===== src/rtl/gear_fifo_pkg.sv =====
package gear_fifo_pkg;

    // Fill level classes decoded into the flags.
    typedef enum logic [1:0] {
        LVL_EMPTY = 2'd0,
        LVL_MID   = 2'd1,
        LVL_FULL  = 2'd2
    } lvl_e;

    // Map an occupancy onto a level class.
    // need: words one read consumes; room: largest occupancy that still fits a write.
    function automatic lvl_e classify(input int occ, input int need, input int room);
        if (occ < need)
            return LVL_EMPTY;
        else if (occ > room)
            return LVL_FULL;
        else
            return LVL_MID;
    endfunction

endpackage


===== src/rtl/gear_fifo_ptr.sv =====
// Wrapping slot pointer that advances by a fixed group size.
module gear_fifo_ptr #(
    parameter int ADDR_W = 4,
    parameter int STEP   = 1
) (
    input  logic              clk,
    input  logic              rst,
    input  logic              adv,
    output logic [ADDR_W-1:0] ptr
);
    localparam logic [ADDR_W-1:0] STEP_V = ADDR_W'(STEP);

    always_ff @(posedge clk) begin
        if (rst)
            ptr <= '0;
        else if (adv)
            ptr <= ptr + STEP_V;
    end
endmodule


===== src/rtl/gear_fifo_level.sv =====
// Occupancy counter and the level state machine that produces the flags.
module gear_fifo_level #(
    parameter int ADDR_W   = 4,
    parameter int WR_LANES = 3,
    parameter int RD_LANES = 1
) (
    input  logic            clk,
    input  logic            rst,
    input  logic            wr_take,
    input  logic            rd_take,
    output logic [ADDR_W:0] occ,
    output logic            full,
    output logic            empty
);
    import gear_fifo_pkg::*;

    localparam int DEPTH = 1 << ADDR_W;
    localparam int CNT_W = ADDR_W + 1;
    localparam int ROOM  = DEPTH - WR_LANES;
    localparam logic [CNT_W-1:0] ADD_V = CNT_W'(WR_LANES);
    localparam logic [CNT_W-1:0] SUB_V = CNT_W'(RD_LANES);

    lvl_e             state, state_nxt;
    logic [CNT_W-1:0] occ_nxt;

    always_comb begin
        occ_nxt = occ;
        if (wr_take)
            occ_nxt = occ_nxt + ADD_V;
        if (rd_take)
            occ_nxt = occ_nxt - SUB_V;
    end

    // Transition logic: which accepted access may leave each state.
    always_comb begin
        state_nxt = state;
        unique case (state)
            LVL_EMPTY: if (wr_take)
                state_nxt = classify(int'(occ_nxt), RD_LANES, ROOM);
            LVL_MID:   if (wr_take || rd_take)
                state_nxt = classify(int'(occ_nxt), RD_LANES, ROOM);
            LVL_FULL:  if (rd_take)
                state_nxt = classify(int'(occ_nxt), RD_LANES, ROOM);
            default:   state_nxt = LVL_EMPTY;
        endcase
    end

    // State and occupancy registers.
    always_ff @(posedge clk) begin
        if (rst) begin
            state <= LVL_EMPTY;
            occ   <= '0;
        end else begin
            state <= state_nxt;
            occ   <= occ_nxt;
        end
    end

    // Flag outputs.
    always_comb begin
        full  = 1'b0;
        empty = 1'b0;
        unique case (state)
            LVL_EMPTY: empty = 1'b1;
            LVL_MID:   ;
            LVL_FULL:  full = 1'b1;
            default:   empty = 1'b1;
        endcase
    end
endmodule


===== src/rtl/gear_fifo_store.sv =====
// Word array with a multi-lane write port and a registered multi-lane read port.
module gear_fifo_store #(
    parameter int WORD_W   = 10,
    parameter int ADDR_W   = 4,
    parameter int WR_LANES = 3,
    parameter int RD_LANES = 1
) (
    input  logic                         clk,
    input  logic                         rst,
    input  logic                         wr_take,
    input  logic [ADDR_W-1:0]            wr_base,
    input  logic [WR_LANES*WORD_W-1:0]   wr_bus,
    input  logic                         rd_take,
    input  logic [ADDR_W-1:0]            rd_base,
    output logic [RD_LANES*WORD_W-1:0]   rd_bus
);
    localparam int DEPTH = 1 << ADDR_W;

    logic [WORD_W-1:0] mem    [DEPTH];
    logic [WORD_W-1:0] lane_q [RD_LANES];

    // All write lanes in one process so each slot has one driver.
    always_ff @(posedge clk) begin
        if (wr_take) begin
            for (int i = 0; i < WR_LANES; i++)
                mem[wr_base + ADDR_W'(i)] <= wr_bus[i*WORD_W +: WORD_W];
        end
    end

    for (genvar j = 0; j < RD_LANES; j++) begin : g_rd_lane
        always_ff @(posedge clk) begin
            if (rst)
                lane_q[j] <= '0;
            else if (rd_take)
                lane_q[j] <= mem[rd_base + ADDR_W'(j)];
        end
        assign rd_bus[j*WORD_W +: WORD_W] = lane_q[j];
    end
endmodule


===== src/rtl/gear_fifo.sv =====
// Width-converting FIFO: WR_LANES words in per write, RD_LANES words out per read.
module gear_fifo #(
    parameter int WORD_W   = 10,
    parameter int ADDR_W   = 4,
    parameter int WR_LANES = 3,
    parameter int RD_LANES = 1
) (
    input  logic                        clk,
    input  logic                        rst,
    input  logic                        wr_en,
    input  logic [WR_LANES*WORD_W-1:0]  wr_data,
    input  logic                        rd_en,
    output logic [RD_LANES*WORD_W-1:0]  rd_data,
    output logic                        full,
    output logic                        empty
);
    logic              wr_take, rd_take;
    logic [ADDR_W-1:0] wr_ptr, rd_ptr;
    logic [ADDR_W:0]   occ;

    assign wr_take = wr_en & ~full;
    assign rd_take = rd_en & ~empty;

    gear_fifo_ptr #(.ADDR_W(ADDR_W), .STEP(WR_LANES)) u_wr_ptr (
        .clk (clk), .rst (rst), .adv (wr_take), .ptr (wr_ptr)
    );

    gear_fifo_ptr #(.ADDR_W(ADDR_W), .STEP(RD_LANES)) u_rd_ptr (
        .clk (clk), .rst (rst), .adv (rd_take), .ptr (rd_ptr)
    );

    gear_fifo_level #(
        .ADDR_W (ADDR_W), .WR_LANES (WR_LANES), .RD_LANES (RD_LANES)
    ) u_level (
        .clk (clk), .rst (rst), .wr_take (wr_take), .rd_take (rd_take),
        .occ (occ), .full (full), .empty (empty)
    );

    gear_fifo_store #(
        .WORD_W (WORD_W), .ADDR_W (ADDR_W),
        .WR_LANES (WR_LANES), .RD_LANES (RD_LANES)
    ) u_store (
        .clk (clk), .rst (rst),
        .wr_take (wr_take), .wr_base (wr_ptr), .wr_bus (wr_data),
        .rd_take (rd_take), .rd_base (rd_ptr), .rd_bus (rd_data)
    );
endmodule


===== config.mk =====
export PLATFORM = sky130hd
export DESIGN_NAME = gear_fifo
export DESIGN_NICKNAME = d
export VERILOG_FILES = /design/src/rtl/gear_fifo_pkg.sv /design/src/rtl/gear_fifo_ptr.sv /design/src/rtl/gear_fifo_level.sv /design/src/rtl/gear_fifo_store.sv /design/src/rtl/gear_fifo.sv
export SDC_FILE = /design/constraint.sdc
export NUM_CORES = 1
export LEC_CHECK = 0
export BUFFER_PORTS_ARGS = -buffer_cell sky130_fd_sc_hd__buf_2
export CORE_ASPECT_RATIO = 1.1
export CORE_MARGIN = 4
export CORE_UTILIZATION = 50
export DETAILED_ROUTE_END_ITERATION = 8
export PLACE_DENSITY = 0.67
export SYNTH_ARGS = -nofsm -noshare
export SYNTH_HDL_FRONTEND = slang
export SYNTH_SLANG_ARGS = --single-unit

===== constraint.sdc =====
create_clock -name clk -period 4.1 [get_ports clk]
set_clock_uncertainty 0.15 [all_clocks]
set_input_delay 0.615 -clock clk [delete_from_list [all_inputs] [get_ports clk]]
set_output_delay 0.615 -clock clk [all_outputs]
set_load 0.02 [all_outputs]

==> results.txt, run 1 <==
number of synthesis warnings - 0
Worst-Margin Slew - 1.07 ns
Layout area overhead - 8.35%
ratio of cells with drive above 1 in the final layout - 0.162
fin nets - 1055
die width - 151 µm
Setup Total Neg Slack - 0 ns
worst-path fanout max - 13
Rel. slew slack - 0.284
DIE HEIGHT - 165 µm
mapped cell area - 11300 µm²
vias in the first global route - 7669
xor-xnor portion of the synthesized cell area - 0.0123
DIE AREA - 25000 µm²
worst hold path type - reg2reg
clk sinks - 189
fillers - 1905
maxcap violations - 0
Setup crit start kind - flop
sequential element share of the synthesized area - 0.487
first-pass GRT wire length - 47700 µm
setup ws final - 0.982 ns
initial antenna violation count - 3
Tot GR Track Use - 0.263
dpl hpwl - 20900 µm
Hold Vio Cnt, Final - 0
post-route minimum period - 3.12 ns
clock slew at reported path FFs - 0.07 ns
critical path class - reg2reg
WHS - 0.350 ns
Switching Fraction - 0.315
number of diodes - 0
Initial Util - 0.510
leakage - 4.38 nW
worst path cell trace - ha_1 -> nand2_1 -> xor2_1 -> nor2_1 -> nand2_1 -> o221ai_1
worst-skew pair later-pin latency - 0.44 ns
clk buf depth - 2
Core Footprint - 22100 µm²
Synth Area in Compound Gates - 0.0898
syn_nets - 1068
#FFs+latches synth - 189
Int Pwr - 3.82 mW
Yosys cell types - 40
Post-Synth Adder-Cell Area - 0.0167
CTS Root Cell - clkbuf_16
Critical-path top delay cell - o221ai_1
CP Data Required Time - 3.96 ns
fin cells - 1314
placed cell count - 1282
Comb pwr share - 0.258
largest net degree at the start of global routing - 25
CP most frequent cell - nand2_1
drt first pass iters - 6
peak supply drop - 0.000305 V
Hold-fix buffers, CTS - 0
worst slack, placed - 0.978 ns
Flop pwr share - 0.443
outcome - complete, no violations
CTS tree - done
Pwr per Cell Area - 457 nW/µm²
Site Rows - 57
area share of and/or/nand/nor cells after synthesis - 0.104
multiplexer share of the synthesized area - 0.244
Max stage delay on crit path - 0.62 ns
Fmax - 321 MHz
IO Count - 46
final setup vio count - 0
Psw - 1.76 mW
Setup Fix Bufs, Post-CTS - 0
Avg Cell Area, Syn - 11.1 µm²
RePlAce Congestion - 0.937
drt total wl - 31800 µm
Syn Inst Count - 1019
PostCTS Resize Cnt - 0
Util after Layout - 0.552
clock buffer count from CTS - 17
max-slew violation count - 0
main combinational cell family by area after synthesis - multiplexers
period utilization - 0.760
Via density - 6.09
RSZ-0062 raised after global routing - no
H-tree levels - 4
Worst setup EP type - flop
Clk pwr share - 0.298
total gr overflow - 0
detailed router's first-iteration violation count - 865
PortBufs - 45
average wire per standard cell - 24.2 µm
Post-DRT Antenna Nets - 0
Crit path arrival time - 2.98 ns
routed vias - 7999
DR DRC count - 0
==> cells by family (layout without fill, tap and decap cells) <==
group | count (synthesis) | in the layout
simple gates | 279 | 279
mux | 212 | 212
compound gates | 190 | 190
flops | 189 | 189
buf+inv | 119 | 119
fa+ha+maj | 15 | 15
xor+xnor | 15 | 15
==> per-layer routing <==
metal,GRT usage,routed length [µm],share of wire,vias up
li1,-,-,-,3673
met1,0.366,13200,0.41,3874
met2,0.404,14700,0.46,382
met3,0.0606,2960,0.093,64
met4,0.101,953,0.030,6
met5,0,34,0.0011,-
==> worst max-delay path: cells and delay by family (launching register included) <==
family | cells | cell delay (ns)
compound gates | 1 | 0.62
xor+xnor | 1 | 0.30
fa+ha+maj | 1 | 0.33
flops | 1 | 0.60
simple gates | 3 | 0.71
==> cell type report <==
cell class                 count  area (µm²)  share of cell area
inverter                       9        33.8             0.00277
sequential                   189        5490               0.449
clock inverter                13         113             0.00922
clock buffer                  19         475              0.0389
timing repair buffer          78         473              0.0387
tap                          295         369              0.0302
multi-input combinational    711        5260               0.431
==> registers in the layout (all words and copies together), names as in the netlist, named ones only <==
register        count
u_store.mem       160
u_store.lane_q     10
u_level.occ         5
u_level.state       2
u_rd_ptr.ptr        4
u_wr_ptr.ptr        4
==> path summary, 6_finish.rpt <==
path	to	slack [ns]	cells past startpoint	start
worst min-delay path	u_rd_ptr.ptr[1]	0.35	2	u_rd_ptr.ptr[1]
worst max-delay path	u_store.mem[10][5]	0.98	6	u_wr_ptr.ptr[2]
worst min register to register	u_rd_ptr.ptr[1]	0.35	2	u_rd_ptr.ptr[1]
worst max register to register	u_store.mem[10][5]	0.98	6	u_wr_ptr.ptr[2]
==> power groups by stage <==
stage	registers [mW]	clock network (mW)	logic, mW
floorplan	2.48	0	1.04
global placement	2.51	0	1.41
detailed placement	2.52	0	1.43
CTS	2.48	1.67	1.43
global route	2.50	1.75	1.56
finish	2.47	1.67	1.44
==> Yosys cell counts <==
| library cell | n | area share |
|---|---|---|
| xnor2_1 | 8 | 0.0062 |
| dfxtp_1 | 19 | 0.034 |
| clkbuf_1 | 69 | 0.023 |
| nor2_1 | 47 | 0.016 |
| mux2i_1 | 162 | 0.14 |
| or2_2 | 1 | 0.00056 |
| ha_1 | 15 | 0.017 |
| o21ai_0 | 165 | 0.073 |
| buf_2 | 9 | 0.0040 |
| a22o_1 | 1 | 0.00078 |
| o211ai_1 | 1 | 0.00067 |
| nor3_1 | 5 | 0.0022 |
| o21a_1 | 1 | 0.00067 |
| xnor2_2 | 1 | 0.0014 |
| or3_1 | 10 | 0.0056 |
| buf_1 | 14 | 0.0047 |
| o31ai_1 | 2 | 0.0013 |
| nor3b_2 | 1 | 0.0011 |
| nand2_1 | 184 | 0.061 |
| a21o_1 | 1 | 0.00067 |
| nor3b_1 | 1 | 0.00067 |
| inv_1 | 9 | 0.0030 |
| a21oi_1 | 7 | 0.0031 |
| o32ai_1 | 1 | 0.00078 |
| or4b_1 | 1 | 0.00089 |
| nor2b_1 | 11 | 0.0061 |
| nand4_1 | 1 | 0.00056 |
| a211o_1 | 1 | 0.00078 |
| a211oi_1 | 1 | 0.00067 |
| buf_4 | 18 | 0.012 |
| o221ai_1 | 8 | 0.0062 |
| mux4_2 | 50 | 0.10 |
| and2_1 | 3 | 0.0017 |
| nand4b_1 | 1 | 0.00078 |
| nand2b_1 | 6 | 0.0033 |
| edfxtp_1 | 170 | 0.45 |
| nand3_1 | 5 | 0.0022 |
| xor2_1 | 6 | 0.0047 |
| nand3b_1 | 2 | 0.0013 |
| a32o_1 | 1 | 0.00089 |
==> cell usage in the layout (no fill, tap or decap), types with 2 or more instances in the layout <==
cell type,instances
nor2b_1,11
o221ai_1,8
clkinv_4,3
nor3_1,5
xnor2_1,8
a21oi_1,7
nor2_1,47
inv_8,3
nand2_1,184
xor2_1,6
ha_1,15
or3_1,10
nand2b_1,6
edfxtp_1,170
clkbuf_16,19
mux4_2,50
dfxtp_1,17
buf_2,45
nand3_1,5
dfxtp_2,2
and2_1,3
inv_4,3
o21ai_0,165
inv_6,3
inv_1,9
mux2i_1,162
nand3b_1,2
buf_4,33
o31ai_1,2
==> per-stage QoR <==
| stage | power (mW) | area (µm²) |
|---|---|---|
| after floorplan | 3.52 | 11300 |
| after global placement | 3.92 | 11600 |
| after detailed placement | 3.95 | 11600 |
| after CTS | 5.59 | 12200 |
| after global routing | 5.80 | 12200 |
| final | 5.58 | 12200 |
No activity file was read; power rests on OpenSTA's default activity.
==> run 2: changes to the inputs <==
--- a/config.mk
+++ b/config.mk
@@ -10,7 +10,7 @@
 export CORE_MARGIN = 4
 export CORE_UTILIZATION = 50
 export DETAILED_ROUTE_END_ITERATION = 8
-export PLACE_DENSITY = 0.67
+export PLACE_DENSITY = 0.69
 export SYNTH_ARGS = -nofsm -noshare
 export SYNTH_HDL_FRONTEND = slang
 export SYNTH_SLANG_ARGS = --single-unit
==> constraint.sdc (replaced) <==
create_clock -name clk -period 2.5 [get_ports clk]
set_clock_uncertainty 0.15 [all_clocks]
set_input_delay 0.375 -clock clk [delete_from_list [all_inputs] [get_ports clk]]
set_output_delay 0.375 -clock clk [all_outputs]
set_load 0.02 [all_outputs]
==> run 2 against run 1 <==
Effect of this change:
- worst hold slack worse by 0.25 ns
- total power rose by 69%
- cell area grew 4.1%
- worst setup slack lost 0.91 ns
- final cell count is 2.6% higher
- sequential cell count unchanged
- utilization is 2.3 points higher
- die area unchanged
- register-to-register slack got worse by 0.91 ns
- maximum frequency is 28% higher
- clock-buffer cell count up 1
- critical path depth rose by 4
- critical endpoint is now u_level.state[1]
- largest cell class unchanged
- largest power group unchanged
==> results.txt, run 2 (synthesized netlist as in run 1, its figures left out) <==
outcome - complete, no violations
Hold Path Origin - rst
Int Pwr - 6.46 mW (+69%)
Top Registers - u_store.mem x160, u_store.lane_q x10, u_level.occ x5
commonest non-fill, non-tap cells in the layout - nand2_1 (181), edfxtp_1 (170), o21ai_0 (163), mux2i_1 (162), buf_4 (55)
Clk pwr share - 0.287 (-0.011)
Fmax - 411 MHz (+28%)
dpl hpwl - 21500 µm (+2.8%)
setup ws final - 0.0678 ns (-0.915 ns)
peak supply drop - 0.000507 V (+66%)
clock buffer count from CTS - 17 (unchanged)
Pwr per Cell Area - 743 nW/µm² (+62%)
Hold Path End - u_level.occ[2]
DIE AREA - 25000 µm² (unchanged)
drt first pass iters - 5 (-1)
average wire per standard cell - 24.2 µm (+0.11%)
RePlAce Congestion - 0.988 (+5.5%)
ratio of cells with drive above 1 in the final layout - 0.213 (+0.0508)
DIE HEIGHT - 165 µm (unchanged)
Core Footprint - 22100 µm² (unchanged)
worst r2r dst - u_level.state[1]
Worst setup EP type - flop
Site Rows - 57 (unchanged)
die width - 151 µm (unchanged)
Via density - 6.15 (+1.0%)
number of diodes - 0 (unchanged)
Comb pwr share - 0.290 (+0.032)
clk sinks - 189 (unchanged)
PortBufs - 45 (unchanged)
period utilization - 0.973 (+0.213)
most common cell after layout, fill and taps aside - nand2_1
DR DRC count - 0 (unchanged)
Rel. slew slack - 0.661 (+0.377)
first-pass GRT wire length - 49500 µm (+3.8%)
setup slack, reg-to-reg - 0.07 ns (-0.91 ns)
Largest register FFs - 160 (unchanged)
worst-skew pair later-pin latency - 0.44 ns (about the same)
Psw - 2.97 mW (+69%)
CTS tree - done
total gr overflow - 0 (unchanged)
Reg2Reg Depth - 10 (+4)
initial antenna violation count - 3 (unchanged)
post-route minimum period - 2.43 ns (-0.685 ns)
worst slack, placed - 0.00562 ns (-0.972 ns)
Setup crit start kind - flop
routed vias - 8288 (+3.6%)
maxcap violations - 0 (unchanged)
Hold Vio Cnt, Final - 0 (unchanged)
worst hold path type - in2reg
Layout area overhead - 12.8%
leakage - 4.59 nW (+4.9%)
Tot GR Track Use - 0.272 (+0.00832)
final setup vio count - 0 (unchanged)
Initial Util - 0.510 (unchanged)
IO Count - 46 (unchanged)
vias in the first global route - 8042 (+4.9%)
RSZ-0062 raised after global routing - yes
fin nets - 1089 (+3.2%)
clk buf depth - 2 (unchanged)
total power draw - 9.44 mW (+69%)
largest net degree at the start of global routing - 41 (+64%)
drt total wl - 32700 µm (+2.7%)
H-tree levels - 4 (unchanged)
Crit path arrival time - 2.61 ns (-0.37 ns)
Post-DRT Antenna Nets - 0 (unchanged)
Biggest register - u_store.mem
CP Data Required Time - 2.68 ns (-1.28 ns)
detailed router's first-iteration violation count - 931 (+7.6%)
CTS Root Cell - clkbuf_16
Setup Total Neg Slack - 0 ns (unchanged)
max-slew violation count - 0 (unchanged)
Worst-Margin Slew - 0.508 ns (-0.567 ns)
worst-path fanout max - 8 (-5)
Switching Fraction - 0.315 (+0.000409)
hold depth - 2 (unchanged)
Util after Layout - 0.575 (+0.0225)
critical path class - reg2reg
clock slew at reported path FFs - 0.07 ns (about the same)
Flop pwr share - 0.424 (-0.019)
reg2reg start - u_level.state[1]
## run 2: changes by cell type in the layout (fill, tap and decap cells not counted), sizes merged
cell      before  now
clkinvlp       1    0
clkinv         3    6
clkbuf        19   20
buf           78  112
inv           18   15
## run 2: how the worst max path moves through the flow
stage / from / to / slack (ns) / cells past startpoint
2_1_floorplan: u_level.state[0] / u_level.state[1] / -0.05 / 12
3_3_place_gp: u_level.state[0] / u_level.state[1] / 0.04 / 11
3_5_place_dp: u_level.state[0] / u_level.state[1] / 0.006 / 11
4_1_cts: u_level.state[0] / u_store.mem[2][0] / 0.006 / 10
5_1_grt: u_level.state[0] / u_level.state[1] / -0.06 / 11
6_report: u_level.state[1] / u_level.state[1] / 0.07 / 10
## run 2: timing repair
item | in CTS | in global routing
resized for setup | 2 | 24
hold buffers | 0 | 0
pin swaps | 1 | 0
cloned | 0 | 0
setup endpoints to repair | 1 | 238
buffers inserted | 0 | 0
## run 2: worst max-delay path, stage by stage, from the launching register on
cell and delay (ns):
dfxtp_2 0.39, ha_4 0.20, nor2b_2 0.05, buf_4 0.16
xnor2_4 0.19, ha_4 0.17, or4b_4 0.47, o32ai_4 0.13
xnor2_2 0.16, o21ai_1 0.09, a22o_1 0.17
## run 2: through the flow
step / std cells / instance area [µm²] / hold slack (ns)
2_1_floorplan: 1019 / 11300 / 0.317
3_3_place_gp: 1316 / 12000 / 0.358
3_5_place_dp: 1316 / 12000 / 0.367
4_1_cts: 1348 / 12600 / 0.0922
5_1_grt: 1348 / 12700 / 0.0985
6_report: 1348 / 12700 / 0.0959
## run 2: area by class of cell
| cell class | count | area, µm² |
|---|---|---|
| clock buffers | 20 | 478 |
| clock inverters | 12 | 100 |
| fillers | 1806 | 9400 |
| inverters | 9 | 33.8 |
| multi-input cells | 711 | 5390 |
| flip-flops and latches | 189 | 5490 |
| well taps | 295 | 369 |
| repair buffers | 112 | 843 |
## run 2: per-layer routing
layer  share of wire  track usage
met5          0.0011            0
met4           0.028       0.0829
met3           0.098       0.0639
met2            0.47        0.437
met1            0.40        0.368
## run 2: power by group through the flow
stage	Clock, mW	Sequential, mW	Combinational (mW)
3_3_place_gp	0	4.06	2.57
6_report	2.70	4.00	2.73
4_1_cts	2.71	4.00	2.66
3_5_place_dp	0	4.07	2.62
5_1_grt	2.84	4.02	2.96
2_1_floorplan	0	4.08	1.75
==> run 3: changes to the inputs <==
--- a/config.mk
+++ b/config.mk
@@ -10,7 +10,7 @@
 export CORE_MARGIN = 4
 export CORE_UTILIZATION = 50
 export DETAILED_ROUTE_END_ITERATION = 8
-export PLACE_DENSITY = 0.69
+export PLACE_DENSITY = 0.67
 export SYNTH_ARGS = -nofsm -noshare
 export SYNTH_HDL_FRONTEND = slang
 export SYNTH_SLANG_ARGS = --single-unit
==> constraint.sdc (replaced) <==
create_clock -name clk -period 3.12 [get_ports clk]
set_clock_uncertainty 0.15 [all_clocks]
set_input_delay 0.468 -clock clk [delete_from_list [all_inputs] [get_ports clk]]
set_output_delay 0.468 -clock clk [all_outputs]
set_load 0.02 [all_outputs]
==> run 3 against run 2 <==
Effect of this change:
- clock-buffer cell count increased by 3
- utilization decreased by 1.4 points
- non-clock buffer count decreased by 20
- wire length increased by 0.46%
- sequential cell count unchanged
- sequential power decreased by 19%
- sequential share of layout area increased by 1.1 points
- largest power group unchanged
- clock power decreased by 14%
- highest routed layer unchanged
- via count decreased by 1.5%
- first-iteration DRC count decreased by 3.8%
- register-to-register slack improved by 0.25 ns
- maximum frequency decreased by 13%
==> results.txt, run 3 (synthesized netlist as in run 1, its figures left out) <==
CTS Root Cell - clkbuf_16
peak supply drop - 0.000392 V (-23%)
Pwr per Cell Area - 605 nW/µm² (-18%)
detailed router's first-iteration violation count - 896 (-3.8%)
Largest register FFs - 160 (unchanged)
Hold-fix buffers, CTS - 0 (unchanged)
Layout area overhead - 9.95%
Setup Fix Bufs, Post-CTS - 0 (unchanged)
DIE AREA - 25000 µm² (unchanged)
Fmax - 357 MHz (-13%)
Top Registers - u_store.mem x160, u_store.lane_q x10, u_level.occ x5
clock slew at reported path FFs - 0.08 ns (about the same)
RSZ-0062 raised after global routing - no
fin nets - 1069 (-1.8%)
worst-skew pair later-pin latency - 0.45 ns (about the same)
vias in the first global route - 7996 (-0.57%)
fillers - 1891 (+4.7%)
IO Count - 46 (unchanged)
Top Family by Delay on Critical Path - compound AO/OA/AOI/OAI gates
Setup Total Neg Slack - 0 ns (unchanged)
Critical-path top delay cell - or4b_1
worst-path fanout max - 16 (+8)
RePlAce Congestion - 0.872 (-12%)
final setup vio count - 0 (unchanged)
first-pass GRT wire length - 49300 µm (-0.50%)
Tot GR Track Use - 0.272 (+0.000364)
PortBufs - 45 (unchanged)
DIE HEIGHT - 165 µm (unchanged)
Post-DRT Antenna Nets - 0 (unchanged)
largest net degree at the start of global routing - 41 (unchanged)
Site Rows - 57 (unchanged)
maxcap violations - 0 (unchanged)
most common cell after layout, fill and taps aside - nand2_1
die width - 151 µm (unchanged)
commonest non-fill, non-tap cells in the layout - nand2_1 (184), edfxtp_1 (170), o21ai_0 (165), mux2i_1 (162), mux4_2 (50)
post-route minimum period - 2.80 ns (+0.369 ns)
worst path cell trace - ha_2 -> nor2b_2 -> buf_4 -> o21ai_0 -> ha_1 -> or4b_1 -> o32ai_1 -> xnor2_1 -> o21ai_0 -> a22o_1
total power draw - 7.50 mW (-21%)
clock buffer count from CTS - 17 (unchanged)
H-tree levels - 4 (unchanged)
drt first pass iters - 6 (+1)
period utilization - 0.898 (-0.0751)
Crit path buffers/inverters - 1 (unchanged)
outcome - complete, no violations
dpl hpwl - 20900 µm (-2.6%)
routed vias - 8166 (-1.5%)
Via density - 6.15 (about the same)
Setup crit start kind - flop
worst hold path type - in2reg
max-slew violation count - 0 (unchanged)
Biggest register - u_store.mem
Initial Util - 0.510 (unchanged)
clk sinks - 189 (unchanged)
worst slack, placed - 0.231 ns (+0.225 ns)
CTS tree - done
Worst setup EP type - flop
CP most frequent cell - o21ai_0
average wire per standard cell - 24.7 µm (+2.0%)
leakage - 4.48 nW (-2.6%)
setup ws final - 0.319 ns (+0.251 ns)
Worst-Margin Slew - 0.765 ns (+0.257 ns)
number of diodes - 0 (unchanged)
Max stage delay on crit path - 0.45 ns (-0.02 ns)
drt total wl - 32800 µm (+0.46%)
Core Footprint - 22100 µm² (unchanged)
ratio of cells with drive above 1 in the final layout - 0.175 (-0.0375)
Crit path arrival time - 2.99 ns (+0.38 ns)
Hold Vio Cnt, Final - 0 (unchanged)
total gr overflow - 0 (unchanged)
clk buf depth - 2 (unchanged)
DR DRC count - 0 (unchanged)
Rel. slew slack - 0.489 (-0.172)
CP Data Required Time - 3.30 ns (+0.62 ns)
initial antenna violation count - 1 (-2)
critical path class - reg2reg
run 3: changes by cell type in the layout (fill, tap and decap cells not counted), sizes merged:
cell	delta
buf	-20
clkbuf	+3
clkinvlp	+1
clkinv	-5
inv	+1
run 3: timing repair:
item / CTS / global route
setup endpoints to repair: 0 / 1
endpoints found under the hold margin: 0 / 0
gates resized for setup: 0 / 2
run 3: report_power, final:
part / internal (mW) / leakage (nW) / switching, mW
combinational: 0.808 / 2.44 / 1.15
sequential: 3.10 / 1.72 / 0.133
clock: 1.28 / 0.312 / 1.04
run 3: cell type report:
type                            instances  area (µm²)  area share
Tap cell                              295         369      0.0298
Multi-Input combinational cell        711        5260       0.425
Inverter                                9        33.8     0.00273
Clock inverter                          9        80.1     0.00646
Clock buffer                           23         553      0.0446
Timing Repair Buffer                   92         603      0.0487
Sequential cell                       189        5490       0.443
run 3: worst paths after layout:
kind,startpoint,endpoint,slack (ns),cells past startpoint
setup / recovery,u_level.state[1],u_level.state[1],0.32,10
hold / removal,rst,flop,0.27,2
setup reg to reg,u_level.state[1],u_level.state[1],0.32,10
hold reg to reg,u_rd_ptr.ptr[1],flop,0.35,2
run 3: metal layers:
| layer | global-route usage | share of wire | up-vias |
|---|---|---|---|
| met1 | 0.368 | 0.40 | 3971 |
| met4 | 0.0981 | 0.033 | 2 |
| met3 | 0.0663 | 0.11 | 68 |
| met5 | 0 | 0.00040 | - |
| li1 | - | - | 3704 |
| met2 | 0.429 | 0.46 | 421 |
run 3: stage by stage:
stage / cell area [µm²] / hold WS (ns) / util / cells
2_1_floorplan: 11300 / 0.317 / - / 1019
3_3_place_gp: 11800 / 0.332 / 0.532 / 1296
3_5_place_dp: 11800 / 0.345 / 0.532 / 1296
4_1_cts: 12400 / 0.259 / 0.560 / 1328
5_1_grt: 12400 / 0.289 / 0.560 / 1328
6_report: 12400 / 0.266 / 0.560 / 1328
